[config.mk]
export PLATFORM = sky130hd
export DESIGN_NAME = csync_sep
export DESIGN_NICKNAME = d
export VERILOG_FILES = /design/src/rtl/csync_pkg.sv /design/src/rtl/csync_sync.sv /design/src/rtl/csync_polarity.sv /design/src/rtl/csync_line.sv /design/src/rtl/csync_vert.sv /design/src/rtl/csync_sep.sv
export SDC_FILE = /design/constraint.sdc
export NUM_CORES = 1
export LEC_CHECK = 0
export BUFFER_PORTS_ARGS = -buffer_cell sky130_fd_sc_hd__buf_2
export CORE_AREA = 2 2 94 164
export CTS_CLUSTER_SIZE = 12
export DETAILED_ROUTE_END_ITERATION = 12
export DIE_AREA = 0 0 96 166
export PLACE_DENSITY = 0.76
export SETUP_SLACK_MARGIN = 0.4
export SLEW_MARGIN = 20
export SYNTH_ARGS = -nofsm -noshare
export SYNTH_HDL_FRONTEND = slang
export SYNTH_SLANG_ARGS = --single-unit
[constraint.sdc]
create_clock -name clk -period 4.04 [get_ports clk]
set_input_delay 0 -clock clk [delete_from_list [all_inputs] [get_ports clk]]
set_output_delay 0 -clock clk [all_outputs]
set_load 0.01 [all_outputs]
[src/rtl/csync_pkg.sv]
// Package: shared types for the composite sync separator.
// Assumes: nothing beyond SystemVerilog 2017.
package csync_pkg;

    // Which input level carries the sync pulse
    typedef enum logic {
        POL_ACT_HIGH = 1'b0,
        POL_ACT_LOW  = 1'b1
    } pol_e;

    // One accepted line boundary with its duty class
    typedef struct packed {
        logic valid;
        logic over;
    } line_evt_t;

endpackage

[src/rtl/csync_sync.sv]
// Module: input synchronizer with a one-cycle delayed copy for edge detection.
// Assumes: STAGES >= 1; the input is asynchronous to clk.
module csync_sync #(
    parameter int STAGES = 2
) (
    input  logic clk,
    input  logic rst_n,
    input  logic din,
    output logic q_o,
    output logic q_d_o
);

    logic [STAGES-1:0] stg_q;
    logic              dly_q;

    generate
        if (STAGES == 1) begin : g_one
            // Single capture flop
            always_ff @(posedge clk) begin
                if (!rst_n) stg_q <= '0;
                else        stg_q <= din;
            end
        end else begin : g_chain
            // Shift chain of capture flops
            always_ff @(posedge clk) begin
                if (!rst_n) stg_q <= '0;
                else        stg_q <= {stg_q[STAGES-2:0], din};
            end
        end
    endgenerate

    // Delayed copy used by the edge detectors downstream
    always_ff @(posedge clk) begin
        if (!rst_n) dly_q <= 1'b0;
        else        dly_q <= stg_q[STAGES-1];
    end

    assign q_o   = stg_q[STAGES-1];
    assign q_d_o = dly_q;

endmodule

[src/rtl/csync_polarity.sv]
// Module: polarity learner and normalizer.
// Measures the high time between consecutive rising edges of the synchronized
// input, decides which level is active (< 1/4 of the span), and produces a
// positive-going active signal. Flags a one-cycle change pulse on any flip.
// Assumes: raw_d_i is raw_i delayed by one clock.
module csync_polarity
    import csync_pkg::*;
#(
    parameter int CNT_W = 16
) (
    input  logic clk,
    input  logic rst_n,
    input  logic raw_i,
    input  logic raw_d_i,
    output logic act_o,
    output pol_e pol_o,
    output logic chg_o
);

    localparam logic [CNT_W-1:0] CNT_ONE = CNT_W'(1);
    localparam logic [CNT_W-1:0] CNT_TOP = {CNT_W{1'b1}};

    logic [CNT_W-1:0] cnt_q, hi_q, lo_w;
    logic [CNT_W+1:0] hi4_w, lo4_w, tot_w;
    logic             seen_q, chg_q, rise_w;
    pol_e             pol_q, pol_nx;

    assign rise_w = raw_i & ~raw_d_i;

    // Decide the active level from the span that just ended
    always_comb begin
        lo_w   = cnt_q - hi_q;
        hi4_w  = {hi_q, 2'b00};
        lo4_w  = {lo_w, 2'b00};
        tot_w  = {2'b00, cnt_q};
        pol_nx = pol_q;
        if (hi4_w < tot_w)      pol_nx = POL_ACT_HIGH;
        else if (lo4_w < tot_w) pol_nx = POL_ACT_LOW;
    end

    // Span counters, polarity register and change pulse
    always_ff @(posedge clk) begin
        if (!rst_n) begin
            cnt_q  <= '0;
            hi_q   <= '0;
            seen_q <= 1'b0;
            pol_q  <= POL_ACT_HIGH;
            chg_q  <= 1'b0;
        end else begin
            chg_q <= 1'b0;
            if (rise_w) begin
                cnt_q  <= CNT_ONE;
                hi_q   <= CNT_ONE;
                seen_q <= 1'b1;
                if (seen_q) begin
                    pol_q <= pol_nx;
                    chg_q <= (pol_nx != pol_q);
                end
            end else begin
                if (cnt_q != CNT_TOP) cnt_q <= cnt_q + CNT_ONE;
                if (raw_i && hi_q != CNT_TOP) hi_q <= hi_q + CNT_ONE;
            end
        end
    end

    assign act_o = raw_i ^ (pol_q == POL_ACT_LOW);
    assign pol_o = pol_q;
    assign chg_o = chg_q;

    AST_POL_ON_RISE: assert property (@(posedge clk) disable iff (!rst_n) !$stable(pol_q) |-> $past(rise_w));

endmodule

[src/rtl/csync_line.sv]
// Module: line timing core.
// Qualifies active runs of at least MIN_W cycles, measures the period between
// accepted edges, suppresses edges earlier than 3/4 period, restarts after a
// gap above 1.5 periods, and emits a one-cycle strobe plus a line event that
// carries the window's duty class (active count > window/4).
// Assumes: act_i is positive-going; clr_i is a synchronous restart request.
module csync_line
    import csync_pkg::*;
#(
    parameter int CNT_W = 16,
    parameter int MIN_W = 8
) (
    input  logic      clk,
    input  logic      rst_n,
    input  logic      clr_i,
    input  logic      act_i,
    output logic      strobe_o,
    output line_evt_t evt_o
);

    localparam int               RUN_W    = $clog2(MIN_W + 1);
    localparam logic [RUN_W-1:0] RUN_LAST = RUN_W'(MIN_W - 1);
    localparam logic [RUN_W-1:0] RUN_MAX  = RUN_W'(MIN_W);
    localparam logic [CNT_W-1:0] CNT_ONE  = CNT_W'(1);
    localparam logic [CNT_W-1:0] CNT_TOP  = {CNT_W{1'b1}};

    logic [RUN_W-1:0] run_q;
    logic [CNT_W-1:0] since_q, period_q, acc_q, thr_w;
    logic [CNT_W:0]   lim_w;
    logic             have_ref_q, valid_q, strobe_q;
    logic             qual_w, early_w, late_w;
    logic             take_ref, take_first, take_lost, take_line;

    // Classify the current cycle's qualification against the measured period
    always_comb begin
        thr_w      = period_q - (period_q >> 2);
        lim_w      = {1'b0, period_q} + {2'b00, period_q[CNT_W-1:1]};
        qual_w     = act_i && (run_q == RUN_LAST);
        early_w    = since_q < thr_w;
        late_w     = {1'b0, since_q} > lim_w;
        take_ref   = qual_w && !have_ref_q;
        take_first = qual_w && have_ref_q && !valid_q;
        take_lost  = qual_w && valid_q && late_w;
        take_line  = qual_w && valid_q && !late_w && !early_w;
        evt_o.valid = (take_first || take_line) && !clr_i;
        evt_o.over  = acc_q > (since_q >> 2);
    end

    // Run, window and period registers
    always_ff @(posedge clk) begin
        if (!rst_n || clr_i) begin
            run_q      <= '0;
            since_q    <= '0;
            period_q   <= '0;
            acc_q      <= '0;
            have_ref_q <= 1'b0;
            valid_q    <= 1'b0;
            strobe_q   <= 1'b0;
        end else begin
            if (!act_i)               run_q <= '0;
            else if (run_q != RUN_MAX) run_q <= run_q + 1'b1;
            if (since_q != CNT_TOP) since_q <= since_q + CNT_ONE;
            if (act_i && acc_q != CNT_TOP) acc_q <= acc_q + CNT_ONE;
            strobe_q <= take_first || take_line;
            if (take_ref) begin
                have_ref_q <= 1'b1;
                since_q    <= CNT_ONE;
                acc_q      <= '0;
            end
            if (take_first) begin
                valid_q  <= 1'b1;
                period_q <= since_q;
                since_q  <= CNT_ONE;
                acc_q    <= '0;
            end
            if (take_lost) begin
                valid_q <= 1'b0;
                since_q <= CNT_ONE;
                acc_q   <= '0;
            end
            if (take_line) begin
                period_q <= since_q;
                since_q  <= CNT_ONE;
                acc_q    <= '0;
            end
        end
    end

    assign strobe_o = strobe_q;

    AST_STROBE_SINGLE:   assert property (@(posedge clk) disable iff (!rst_n) strobe_q |=> !strobe_q);
    AST_STROBE_MEASURED: assert property (@(posedge clk) disable iff (!rst_n) strobe_q |-> valid_q);
    AST_STROBE_ACTIVE:   assert property (@(posedge clk) disable iff (!rst_n) strobe_q |-> $past(act_i));

endmodule

[src/rtl/csync_vert.sv]
// Module: vertical interval filter.
// Follows the per-line duty class with a two-line debounce: the output flips
// only after two consecutive line events that disagree with it.
// Assumes: evt_i.valid is high for one cycle per accepted line.
module csync_vert
    import csync_pkg::*;
(
    input  logic      clk,
    input  logic      rst_n,
    input  line_evt_t evt_i,
    output logic      vsync_o
);

    logic vs_q, pend_q;

    // Debounce the duty class across line events
    always_ff @(posedge clk) begin
        if (!rst_n) begin
            vs_q   <= 1'b0;
            pend_q <= 1'b0;
        end else if (evt_i.valid) begin
            if (evt_i.over != vs_q) begin
                if (pend_q) begin
                    vs_q   <= evt_i.over;
                    pend_q <= 1'b0;
                end else begin
                    pend_q <= 1'b1;
                end
            end else begin
                pend_q <= 1'b0;
            end
        end
    end

    assign vsync_o = vs_q;

    AST_VERT_NEEDS_TWO: assert property (@(posedge clk) disable iff (!rst_n) !$stable(vs_q) |-> $past(pend_q));

endmodule

[src/rtl/csync_sep.sv]
// Module: composite sync separator top.
// Chain: synchronizer -> polarity normalizer -> line timing core -> vertical filter.
// Assumes: sync_in is a digital sync of either polarity; MIN_W >= 1.
module csync_sep
    import csync_pkg::*;
#(
    parameter int CNT_W       = 16,
    parameter int MIN_W       = 8,
    parameter int SYNC_STAGES = 2
) (
    input  logic clk,
    input  logic rst_n,
    input  logic sync_in,
    output logic hstrobe_o,
    output logic vsync_o,
    output logic pol_low_o
);

    logic      raw_w, raw_d_w, act_w, chg_w, strobe_w, vs_w;
    pol_e      pol_w;
    line_evt_t evt_w;

    csync_sync #(.STAGES(SYNC_STAGES)) u_sync (
        .clk   (clk),
        .rst_n (rst_n),
        .din   (sync_in),
        .q_o   (raw_w),
        .q_d_o (raw_d_w)
    );

    csync_polarity #(.CNT_W(CNT_W)) u_pol (
        .clk     (clk),
        .rst_n   (rst_n),
        .raw_i   (raw_w),
        .raw_d_i (raw_d_w),
        .act_o   (act_w),
        .pol_o   (pol_w),
        .chg_o   (chg_w)
    );

    csync_line #(.CNT_W(CNT_W), .MIN_W(MIN_W)) u_line (
        .clk      (clk),
        .rst_n    (rst_n),
        .clr_i    (chg_w),
        .act_i    (act_w),
        .strobe_o (strobe_w),
        .evt_o    (evt_w)
    );

    csync_vert u_vert (
        .clk     (clk),
        .rst_n   (rst_n),
        .evt_i   (evt_w),
        .vsync_o (vs_w)
    );

    assign hstrobe_o = strobe_w;
    assign vsync_o   = vs_w;
    assign pol_low_o = (pol_w == POL_ACT_LOW);

    AST_VERT_WITH_STROBE: assert property (@(posedge clk) disable iff (!rst_n) !$stable(vs_w) |-> strobe_w);
    AST_POL_RESTART:      assert property (@(posedge clk) disable iff (!rst_n) !$stable(pol_w) |=> !strobe_w);

endmodule

==> impl_metrics.json <==
{
  "seq_power_share_pct": 44.8,
  "detailroute.via_count": 7470,
  "power.density_nw_per_um2": 227,
  "timing.critical_path.slowest_stage_cell": "sky130_fd_sc_hd__fa_2",
  "static-leakage-power_nw": 3.80,
  "drt_first_iter_violations": 286,
  "hold-path-endpoint": "u_vert.vsync_o$_SDFFE_PN0P_",
  "firstDrtPassIters": 5,
  "io_pins": 6,
  "syn_nets": 1121,
  "finalHoldViolCount": 0,
  "max-clock-path-buffers": 2,
  "ys_seq_area_share_pct": 24.1,
  "final_design_area_no_fill_sq_um": 9410,
  "worst-setup-path-type": "reg -> reg",
  "async_flop_share_pct": 0,
  "type_of_element_capturing_the_critical_path": "register",
  "violated_checks": "negative setup slack",
  "finalSetupTns_ns": -4.01,
  "timing.critical_path.from_type": "register",
  "report.power.total_mw": 2.14,
  "cts_inserted_buffers": 9,
  "grt_start_max_net_pins": 32,
  "synth_seq_cells": 95,
  "maximum_capacitance_violations": 0,
  "place.detailed.hpwl_um": 16600,
  "initial_antenna_violation_count": 0,
  "floorplan.die.width_um": 96,
  "path_cells": "buf_4 > inv_2 > ha_4 > inv_2 > fa_2 > a211oi_4 > o21bai_2 > a31oi_2 > o211ai_1 > a31o_2 > a21oi_2 > xnor2_1 > ha_1 > nand3_2 > o221ai_2 > a2111oi_2 > a21oi_2 > o211a_4 > buf_6 > buf_16 > o21ai_0 > a21oi_1",
  "dp.cells": 1203,
  "drc_errors": 0,
  "stdcell_count": 1243,
  "timing.clock.skew_ns": 0.00755,
  "dieHeight_um": 166,
  "min_path_type": "in -> reg",
  "syn_area_per_cell_sq_um": 7.97,
  "netlist_instances": 990,
  "layout-area-overhead-vs-synth_pct": 19.4,
  "die_area_sq_um": 15900,
  "worst_ir_drop_vdd_mv": 0.255,
  "setup.reg_to_reg.worst_slack_ns": -0.13,
  "antenna_violating_nets_left": 0,
  "p_comb_share_pct": 14.7,
  "clk_pin_slew_worst_paths_ns": 0.07,
  "internal_power_mw": 1.59,
  "globalRouteTotalUtil_pct": 27.4,
  "grt_first_pass_wirelength_um": 34400,
  "worstReg2RegStart": "u_line.period_q[0]$_SDFFE_PP0P_",
  "netlist_area_sq_um": 7890,
  "gr-total-overflow": 0,
  "synthFlopType": "sky130_fd_sc_hd__dfxtp_1",
  "core_area_sq_um": 14700,
  "worstPathMaxFanout": 8,
  "setup_viol_count_final": 49,
  "period_needed_ns": 4.17,
  "routed_length_per_instance_um": 17.7,
  "detail_route.vias_per_cell": 6.01,
  "worstPathArrival_ns": 4.37,
  "nets": 1186,
  "slew-limit-headroom_pct": 19.1,
  "initial_core_util_pct": 53.7,
  "worst_hold_path.num_cells": 3,
  "hold_path.startpoint": "rst_n",
  "gp_routability_congestion": 0.959,
  "maxClockFrequency_mhz": 240,
  "dpl_cell_area_sq_um": 8530,
  "cts.sink_count": 95,
  "synth_edf_count": 0,
  "vias_in_the_first_global_route": 7482,
  "timing.final.crit_share_pct": 103,
  "tritoncts": "yes",
  "drt_wl_total_um": 22000,
  "tightestPinTransition_ns": 1.21,
  "antenna_cells_inserted": 0,
  "slowest_delay_ns": 0.37,
  "ys_types": 66,
  "cts_htree_levels": 3,
  "total_switching_power_uw": 547,
  "power.switching_fraction_pct": 25.6,
  "path_depth_of_the_worst_reg2reg_path": 22,
  "outcome": "finished, violations left",
  "post-route-worst-setup-slack_ns": -0.128,
  "p_clk_share_pct": 40.5,
  "post_route_cells_drive_above_1_share_pct": 17.0,
  "clkLatencyLatePin_ns": 0.35,
  "clk_root_buffer_cell": "sky130_fd_sc_hd__clkbuf_16",
  "worst_ep_required_time_ns": 4.24,
  "rsz_0062_raised_after_global_routing": "yes",
  "yosysWarningCount": 0,
  "std_cell_rows": 59,
  "drv_slew": 0,
  "r2r_end": "u_line.period_q[5]$_SDFFE_PP0P_",
  "port-buffer-count": 5
}
worst max-delay path by stage:
stage / startpoint / to / slack (ns) / depth (start not counted)
global placement: u_line.period_q[0]$_SDFFE_PP0P_ / u_line.since_q[15]$_SDFFE_PP0P_ / -0.17 / 17
floorplan: u_line.period_q[2]$_SDFFE_PP0P_ / u_line.acc_q[12]$_SDFFE_PP0P_ / 0.19 / 19
CTS: u_line.period_q[0]$_SDFFE_PP0P_ / u_line.since_q[15]$_SDFFE_PP0P_ / -0.04 / 17
finish: u_line.period_q[0]$_SDFFE_PP0P_ / u_line.period_q[5]$_SDFFE_PP0P_ / -0.13 / 22
detailed placement: u_line.period_q[2]$_SDFFE_PP0P_ / u_line.since_q[15]$_SDFFE_PP0P_ / -0.25 / 16
global route: u_line.period_q[0]$_SDFFE_PP0P_ / u_line.acc_q[12]$_SDFFE_PP0P_ / -0.33 / 18
timing repair:
action / 4_1_cts / 5_1_grt
hold buffers: 1 / 0
cloned: 2 / 1
pin swaps: 29 / 28
setup buffers: 8 / 12
setup endpoints to repair: 54 / 54
endpoints found under the hold margin: 1 / 0
gates resized for setup: 23 / 64
power groups by stage:
| stage | Combinational, mW | Clock, mW | Sequential [mW] |
|---|---|---|---|
| after floorplan | 0.193 | 0 | 0.974 |
| after global placement | 0.266 | 0 | 0.979 |
| after detailed placement | 0.271 | 0 | 0.980 |
| after CTS | 0.284 | 0.877 | 0.958 |
| after global routing | 0.348 | 0.918 | 0.959 |
| final | 0.314 | 0.867 | 0.958 |
final cells by class:
type / instances / area (sq um)
Multi-Input combinational cell: 797 / 6020
Fill cell: 1252 / 5280
Sequential cell: 95 / 1920
Timing Repair Buffer: 72 / 643
Inverter: 80 / 300
Clock buffer: 12 / 246
Tap cell: 183 / 229
Clock inverter: 4 / 53.8
worst max-delay path, delay by kind of cell (launching register included):
kind	cells	cell delay, ns
adders and majority gates	3	0.84
DFF	1	0.33
buffers and inverters	5	0.47
AOI/OAI and AO/OA	12	2.18
xor gates and xnor gates	1	0.08
and+or+nand+nor	1	0.10
layer usage:
metal	up-vias	global-route usage (%)	share of wire, %
met5	-	0	0
met4	0	22.2	8.2
met3	98	4.76	2.4
met2	162	50.2	56
met1	3531	25.0	34
li1	3679	-	-
registers in the layout, summed over array words and instances (netlist names):
name               cells
u_sync.stg_q           2
u_line.have_ref_q      1
u_pol.chg_o            1
u_vert.pend_q          1
u_line.since_q        16
u_line.acc_q          16
u_line.strobe_o        1
u_pol.cnt_q           16
u_vert.vsync_o         1
u_sync.q_d_o           1
u_line.period_q       16
u_line.run_q           4
u_line.valid_q         1
u_pol.pol_o            1
u_pol.hi_q            16
u_pol.seen_q           1
layout by cell type (no fill, tap or decap), types with 7 or more instances in the layout:
master,synthesis,layout
sky130_fd_sc_hd__o21ai_1,0,8
sky130_fd_sc_hd__o21a_1,14,14
sky130_fd_sc_hd__nor3_1,30,28
sky130_fd_sc_hd__and4_1,8,8
sky130_fd_sc_hd__a21oi_1,76,68
sky130_fd_sc_hd__ha_1,125,118
sky130_fd_sc_hd__a21oi_2,0,8
sky130_fd_sc_hd__nand4_1,20,20
sky130_fd_sc_hd__inv_1,80,75
sky130_fd_sc_hd__xor2_1,31,31
sky130_fd_sc_hd__a21o_1,14,14
sky130_fd_sc_hd__nand3_1,59,46
sky130_fd_sc_hd__xnor2_1,53,53
sky130_fd_sc_hd__o21ai_0,55,40
sky130_fd_sc_hd__nand3_2,0,11
sky130_fd_sc_hd__dfxtp_1,95,86
sky130_fd_sc_hd__and2_1,9,9
sky130_fd_sc_hd__nand2_1,56,54
sky130_fd_sc_hd__nor2_1,114,112
sky130_fd_sc_hd__buf_4,4,54
sky130_fd_sc_hd__o211ai_1,9,9
sky130_fd_sc_hd__o21ai_2,0,7
sky130_fd_sc_hd__clkbuf_16,0,10
sky130_fd_sc_hd__nor2b_1,9,7
sky130_fd_sc_hd__and3_1,10,9
through the flow:
stage	hold WS (ns)	setup slack, ns	util, %
6_report	0.00644	-0.128	64.1
3_3_place_gp	0.241	-0.167	58.1
4_1_cts	0.00623	-0.0415	61.6
2_1_floorplan	0.127	0.194	-
5_1_grt	0.0355	-0.327	64.1
3_5_place_dp	0.239	-0.248	58.1
kinds of logic (layout without fill, tap and decap cells):
group                      count (synthesis)  in the layout  share of synthesized area, %
AOI/OAI and AO/OA                        232            232                          19.0
xor gates and xnor gates                  84             84                          9.33
adders and majority gates                128            128                          20.6
buffers and inverters                     98            168                          4.89
DFF                                       95             95                          24.1
muxes                                      7              7                         0.904
and+or+nand+nor                          346            346                          21.2
synth_stat cells, types with 3 or more instances:
library cell | count | share of area (%)
sky130_fd_sc_hd__o21a_1 | 14 | 1.3
sky130_fd_sc_hd__nor2_1 | 114 | 5.4
sky130_fd_sc_hd__or2_2 | 6 | 0.48
sky130_fd_sc_hd__nor2b_1 | 9 | 0.71
sky130_fd_sc_hd__xor2_1 | 31 | 3.4
sky130_fd_sc_hd__buf_4 | 4 | 0.38
sky130_fd_sc_hd__clkbuf_1 | 12 | 0.57
sky130_fd_sc_hd__or3_1 | 4 | 0.32
sky130_fd_sc_hd__xnor2_1 | 53 | 5.9
sky130_fd_sc_hd__o21bai_1 | 6 | 0.57
sky130_fd_sc_hd__o2111ai_1 | 6 | 0.67
sky130_fd_sc_hd__and3_1 | 10 | 0.79
sky130_fd_sc_hd__mux2i_1 | 6 | 0.76
sky130_fd_sc_hd__o21ai_0 | 55 | 3.5
sky130_fd_sc_hd__a21o_1 | 14 | 1.3
sky130_fd_sc_hd__nand4_1 | 20 | 1.6
sky130_fd_sc_hd__nand2_1 | 56 | 2.7
sky130_fd_sc_hd__a2111oi_0 | 4 | 0.44
sky130_fd_sc_hd__inv_1 | 80 | 3.8
sky130_fd_sc_hd__nand3_1 | 59 | 3.7
sky130_fd_sc_hd__nand2b_1 | 6 | 0.48
sky130_fd_sc_hd__nor3_1 | 30 | 1.9
sky130_fd_sc_hd__a211oi_1 | 10 | 0.95
sky130_fd_sc_hd__ha_1 | 125 | 20
sky130_fd_sc_hd__fa_1 | 3 | 0.76
sky130_fd_sc_hd__nand3b_1 | 3 | 0.29
sky130_fd_sc_hd__o211ai_1 | 9 | 0.86
sky130_fd_sc_hd__and4_1 | 8 | 0.89
sky130_fd_sc_hd__a21oi_1 | 76 | 4.8
sky130_fd_sc_hd__and2_1 | 9 | 0.71
sky130_fd_sc_hd__nor4_1 | 5 | 0.40
sky130_fd_sc_hd__dfxtp_1 | 95 | 24
sky130_fd_sc_hd__a31oi_1 | 8 | 0.63
(Power assumes the default switching activity.)
